### config.mk
export PLATFORM = sky130hd
export DESIGN_NAME = hz_pipe_ctl
export DESIGN_NICKNAME = d
export VERILOG_FILES = /design/src/rtl/hz_pkg.sv /design/src/rtl/hz_fwd_pick.sv /design/src/rtl/hz_dep_detect.sv /design/src/rtl/hz_ctl_merge.sv /design/src/rtl/hz_pipe_ctl.sv
export SDC_FILE = /design/constraint.sdc
export NUM_CORES = 1
export LEC_CHECK = 0
export ABC_AREA = 1
export BUFFER_PORTS_ARGS = -buffer_cell sky130_fd_sc_hd__clkbuf_2
export CORE_MARGIN = 3
export CORE_UTILIZATION = 43
export DETAILED_ROUTE_END_ITERATION = 8
export GPL_TIMING_DRIVEN = 0
export PLACE_DENSITY_LB_ADDON = 0.12
export SLEW_MARGIN = 20
export SYNTH_ARGS = -nofsm -noshare
export SYNTH_HDL_FRONTEND = slang
export SYNTH_SLANG_ARGS = --single-unit
export TNS_END_PERCENT = 10
### constraint.sdc
create_clock -name vclk -period 1.3
set_input_delay 0.26 -clock vclk [all_inputs]
set_output_delay 0.26 -clock vclk [all_outputs]
set_load 0.005 [all_outputs]
### src/rtl/hz_pkg.sv
package hz_pkg;
  localparam int NSTG   = 5;
  localparam int IDX_PC = 0;
  localparam int IDX_FD = 1;
  localparam int IDX_DE = 2;
  localparam int IDX_EM = 3;
  localparam int IDX_MW = 4;

  typedef enum logic [2:0] {
    FS_RF     = 3'd0,
    FS_E_ALU  = 3'd1,
    FS_M_LOAD = 3'd2,
    FS_M_ALU  = 3'd3,
    FS_W_LOAD = 3'd4,
    FS_W_ALU  = 3'd5
  } fwd_src_e;
endpackage

### src/rtl/hz_fwd_pick.sv
module hz_fwd_pick
  import hz_pkg::*;
#(
  parameter int RW      = 4,
  parameter int NONE_ID = 15
) (
  input  logic [RW-1:0] src,
  input  logic [RW-1:0] e_alu,
  input  logic [RW-1:0] m_load,
  input  logic [RW-1:0] m_alu,
  input  logic [RW-1:0] w_load,
  input  logic [RW-1:0] w_alu,
  output fwd_src_e      sel
);
  localparam logic [RW-1:0] NONE = RW'(NONE_ID);

  logic valid;
  assign valid = (src != NONE);

  // nearest producer first; load data before ALU data within a stage
  always_comb begin
    sel = FS_RF;
    if (valid) begin
      if      (src == e_alu)  sel = FS_E_ALU;
      else if (src == m_load) sel = FS_M_LOAD;
      else if (src == m_alu)  sel = FS_M_ALU;
      else if (src == w_load) sel = FS_W_LOAD;
      else if (src == w_alu)  sel = FS_W_ALU;
    end
  end
endmodule

### src/rtl/hz_dep_detect.sv
module hz_dep_detect #(
  parameter int RW      = 4,
  parameter int NONE_ID = 15,
  parameter bit FWD_EN  = 1'b1
) (
  input  logic [RW-1:0] src_a,
  input  logic [RW-1:0] src_b,
  input  logic          e_is_load,
  input  logic [RW-1:0] e_dst_alu,
  input  logic [RW-1:0] e_dst_mem,
  input  logic [RW-1:0] m_dst_alu,
  input  logic [RW-1:0] m_dst_mem,
  input  logic [RW-1:0] w_dst_alu,
  input  logic [RW-1:0] w_dst_mem,
  output logic          need_hold
);
  localparam logic [RW-1:0] NONE = RW'(NONE_ID);

  function automatic logic hit(input logic [RW-1:0] s, input logic [RW-1:0] d);
    return (s != NONE) && (s == d);
  endfunction

  function automatic logic hit2(input logic [RW-1:0] d);
    return hit(src_a, d) || hit(src_b, d);
  endfunction

  generate
    if (FWD_EN) begin : g_fwd
      // only a load in execute is too late to forward
      assign need_hold = e_is_load && hit2(e_dst_mem);
    end else begin : g_nofwd
      // wait until every producer has left writeback
      assign need_hold = hit2(e_dst_alu) || (e_is_load && hit2(e_dst_mem)) ||
                         hit2(m_dst_alu) || hit2(m_dst_mem) ||
                         hit2(w_dst_alu) || hit2(w_dst_mem);
    end
  endgenerate
endmodule

### src/rtl/hz_ctl_merge.sv
module hz_ctl_merge
  import hz_pkg::*;
(
  input  logic            need_hold,
  input  logic            mispredict,
  output logic [NSTG-1:0] stall,
  output logic [NSTG-1:0] bubble
);
  always_comb begin
    stall  = '0;
    bubble = '0;
    if (mispredict) begin
      // squash wrong path: both front registers take nops
      bubble[IDX_FD] = 1'b1;
      bubble[IDX_DE] = 1'b1;
    end else if (need_hold) begin
      stall[IDX_PC]  = 1'b1;
      stall[IDX_FD]  = 1'b1;
      bubble[IDX_DE] = 1'b1;
    end
  end
endmodule

### src/rtl/hz_pipe_ctl.sv
module hz_pipe_ctl
  import hz_pkg::*;
#(
  parameter int RW      = 4,
  parameter int NONE_ID = 15,
  parameter bit FWD_EN  = 1'b1
) (
  input  logic [RW-1:0]   d_src_a,
  input  logic [RW-1:0]   d_src_b,
  input  logic [RW-1:0]   e_dst_alu,
  input  logic [RW-1:0]   e_dst_mem,
  input  logic            e_is_load,
  input  logic            e_mispredict,
  input  logic [RW-1:0]   m_dst_alu,
  input  logic [RW-1:0]   m_dst_mem,
  input  logic [RW-1:0]   w_dst_alu,
  input  logic [RW-1:0]   w_dst_mem,
  output logic [NSTG-1:0] ctl_stall,
  output logic [NSTG-1:0] ctl_bubble,
  output logic [2:0]      fwd_sel_a,
  output logic [2:0]      fwd_sel_b
);
  logic need_hold;

  hz_dep_detect #(.RW(RW), .NONE_ID(NONE_ID), .FWD_EN(FWD_EN)) u_det (
    .src_a(d_src_a), .src_b(d_src_b), .e_is_load(e_is_load),
    .e_dst_alu(e_dst_alu), .e_dst_mem(e_dst_mem),
    .m_dst_alu(m_dst_alu), .m_dst_mem(m_dst_mem),
    .w_dst_alu(w_dst_alu), .w_dst_mem(w_dst_mem),
    .need_hold(need_hold)
  );

  hz_ctl_merge u_merge (
    .need_hold(need_hold), .mispredict(e_mispredict),
    .stall(ctl_stall), .bubble(ctl_bubble)
  );

  logic [RW-1:0] srcs [2];
  fwd_src_e      sels [2];
  assign srcs[0] = d_src_a;
  assign srcs[1] = d_src_b;

  generate
    for (genvar i = 0; i < 2; i++) begin : g_op
      if (FWD_EN) begin : g_pick
        hz_fwd_pick #(.RW(RW), .NONE_ID(NONE_ID)) u_pick (
          .src(srcs[i]), .e_alu(e_dst_alu), .m_load(m_dst_mem),
          .m_alu(m_dst_alu), .w_load(w_dst_mem), .w_alu(w_dst_alu),
          .sel(sels[i])
        );
      end else begin : g_rf
        assign sels[i] = FS_RF;
      end
    end
  endgenerate

  assign fwd_sel_a = sels[0];
  assign fwd_sel_b = sels[1];
endmodule

==> results.py <==
metrics = {
    "run_status": {
        "outcome": "finished, violations left",
        "violations": "negative setup slack",
    },
    "layout": {
        "area_growth_pct": 35.68,
        "nNetsFinal": 236,
        "antenna_cells": 0,
        "design.seq.count": 0,
        "seqCellArea_um2": 0,
        "drive_gt1_frac": 0.3700,
        "num-fill-cells": 182,
        "utilization": 0.6606,
        "nClkBuffers": 0,
    },
    "place": {
        "pre_cts_ws_ns": -0.1521,
        "dp_hpwl_mm": 2.035,
        "place.gp.congestion": 0.8531,
        "port-buffer-count": 36,
    },
    "grt": {
        "grt_max_degree": 9,
        "antenna_found_initial": 0,
        "grt-ovfl-total": 0,
        "first_global_vias": 902,
        "grt_usage": 0.1726,
        "grt_pass1_wl_mm": 3.705,
    },
    "route": {
        "num_vias": 1039,
        "postRouteWirelength_mm": 2.401,
        "via_per_inst": 4.618,
        "first_pass_iters": 4,
        "ant_nets": 0,
        "drcViolationCount": 0,
        "drtIter0Drc": 17,
        "post_drt_wl_per_cell_um": 10.67,
    },
    "run": {
        "drv_cap": 0,
    },
    "synthesis": {
        "netlist-cell-type-count": 18,
        "syn-cell-area_um2": 904.6,
        "ys_warn_count": 0,
        "avgSynthCellArea_um2": 5.762,
        "synth_common_cells": "54 x nand2_1, 28 x xnor2_1, 13 x nor2_1",
        "synth_top_area_cell": "xnor2_1",
        "ys_top_cells_by_area": "xnor2_1 27%, nand2_1 22%, buf_6 10%",
        "synth_most_common_cell": "nand2_1",
        "synthCells": 157,
        "synth_top_area_frac": 0.2711,
        "synth-seq-area-share": 0,
    },
    "floorplan": {
        "rows": 15,
        "core_area_um2": 1858,
        "start_util": 0.4869,
        "die-area_um2": 2690,
        "num_io_pins": 50,
        "die_h_um": 51.87,
        "die_w_um": 51.87,
    },
    "sta": {
        "fin_crit_sh": 1.131,
        "timing.setup.tns_ns": -0.7900,
        "setup_slack_ns": -0.1700,
        "slew_violations": 0,
        "max_freq_mhz": 680.3,
        "hold_viol_final": 0,
        "rsz0062_at_grt": "yes",
        "fin_crit_ns": 1.470,
        "setup_violations": 8,
    },
    "pwr": {
        "cellPowerDensity_nw_per_um2": 346.9,
        "clockPowerShare": 0,
        "power.total_mw": 0.4258,
        "switchingPower_mw": 0.2096,
        "power.internal_mw": 0.2163,
        "p_sw_frac": 0.4922,
        "irDropWorstVdd_mv": 0.1819,
        "share_seq_of_total_power": 0,
        "p_leak_nw": 0.6937,
        "combinationalPowerShare": 1.000,
    },
    "worst_setup_path": {
        "arrival_ns": 1.21,
        "critPathCaptureType": "output port",
        "startpoint": "e_dst_mem[1]",
        "crit_end": "ctl_stall[1]",
        "start_kind": "input pin",
        "path_class": "input pin to output port",
        "worstPathRequired_ns": 1.04,
        "cp_max_fo": 3,
    },
    "hold_path": {
        "hp-class": "input pin to output port",
    },
}
## area by class of cell
| cell class | count | area (um^2) | share of cell area |
|---|---|---|---|
| Timing Repair Buffer | 38 | 211.5 | 0.1723 |
| Tap cell | 25 | 31.28 | 0.02548 |
| Multi-Input combinational cell | 128 | 745.7 | 0.6075 |
| Buffer | 16 | 166.4 | 0.1356 |
| Inverter | 18 | 72.57 | 0.05912 |
## metrics by stage
step                      hold slack [ns]  cell area (um^2)  std cells
after detailed placement           0.7743              1137        223
after global routing               0.8214              1227        225
after floorplan                    0.5461             925.9        162
final                              0.8006              1227        225
after CTS                          0.7737              1151        223
after global placement             0.7697              1137        223
## metal layers
metal	global-route usage	up-vias	wire length (um)
met1	0.2148	447	954
met4	0.01747	0	0
met2	0.3326	40	1275
li1	-	552	-
met3	0.005731	0	171
met5	0	-	0
## worst max-delay path, stage by stage
cell and delay [ns]:
buf_8 0.10, xor2_2 0.16, nor3_2 0.14, nand3_1 0.09, nand2_1 0.09, nand2_2 0.08, nor2_4 0.11, buf_6 0.10
buf_6 0.08
## power groups by stage
stage                     Sequential (mW)  Clock [mW]  Combinational [mW]
final                                   0           0               0.426
after global routing                    0           0               0.472
after CTS                               0           0               0.401
after detailed placement                0           0               0.393
after global placement                  0           0               0.384
after floorplan                         0           0               0.271
## kinds of logic (layout without fill, tap and decap cells)
| group | count (synthesis) | in the layout | share of synthesized area |
|---|---|---|---|
| buffers and inverters | 34 | 72 | 0.2462 |
| xor gates and xnor gates | 33 | 33 | 0.3195 |
| and+or+nand+nor | 81 | 81 | 0.3762 |
| other | 1 | 6 | 0.004145 |
| AOI/OAI and AO/OA | 8 | 8 | 0.05395 |
## layout by cell type, fill, tap and decap left out, types with 3 or more instances in the layout
cell type	instances
buf_2	3
buf_4	9
buf_6	8
clkbuf_2	31
conb_1	6
inv_1	10
inv_2	6
nand2_1	52
nand4_1	10
nor2_1	11
xnor2_1	25
xnor2_2	3
xor2_1	4
## worst min path at each step
stage	startpoint	endpoint	cells after the start
floorplan	e_mispredict	ctl_stall[0]	1
global placement	e_mispredict	ctl_stall[0]	3
detailed placement	e_mispredict	ctl_stall[0]	3
CTS	e_mispredict	ctl_stall[0]	3
global route	e_mispredict	ctl_stall[0]	3
finish	e_mispredict	ctl_stall[0]	3
## what timing repair did
item	in CTS	in global routing
gates cloned	0	0
setup endpoints to repair	8	9
buffers inserted	0	2
hold endpoints to repair	0	0
pin swaps	2	8
gates resized for setup	5	17
hold buffers	0	0
Power figures use the tool's default switching activity.
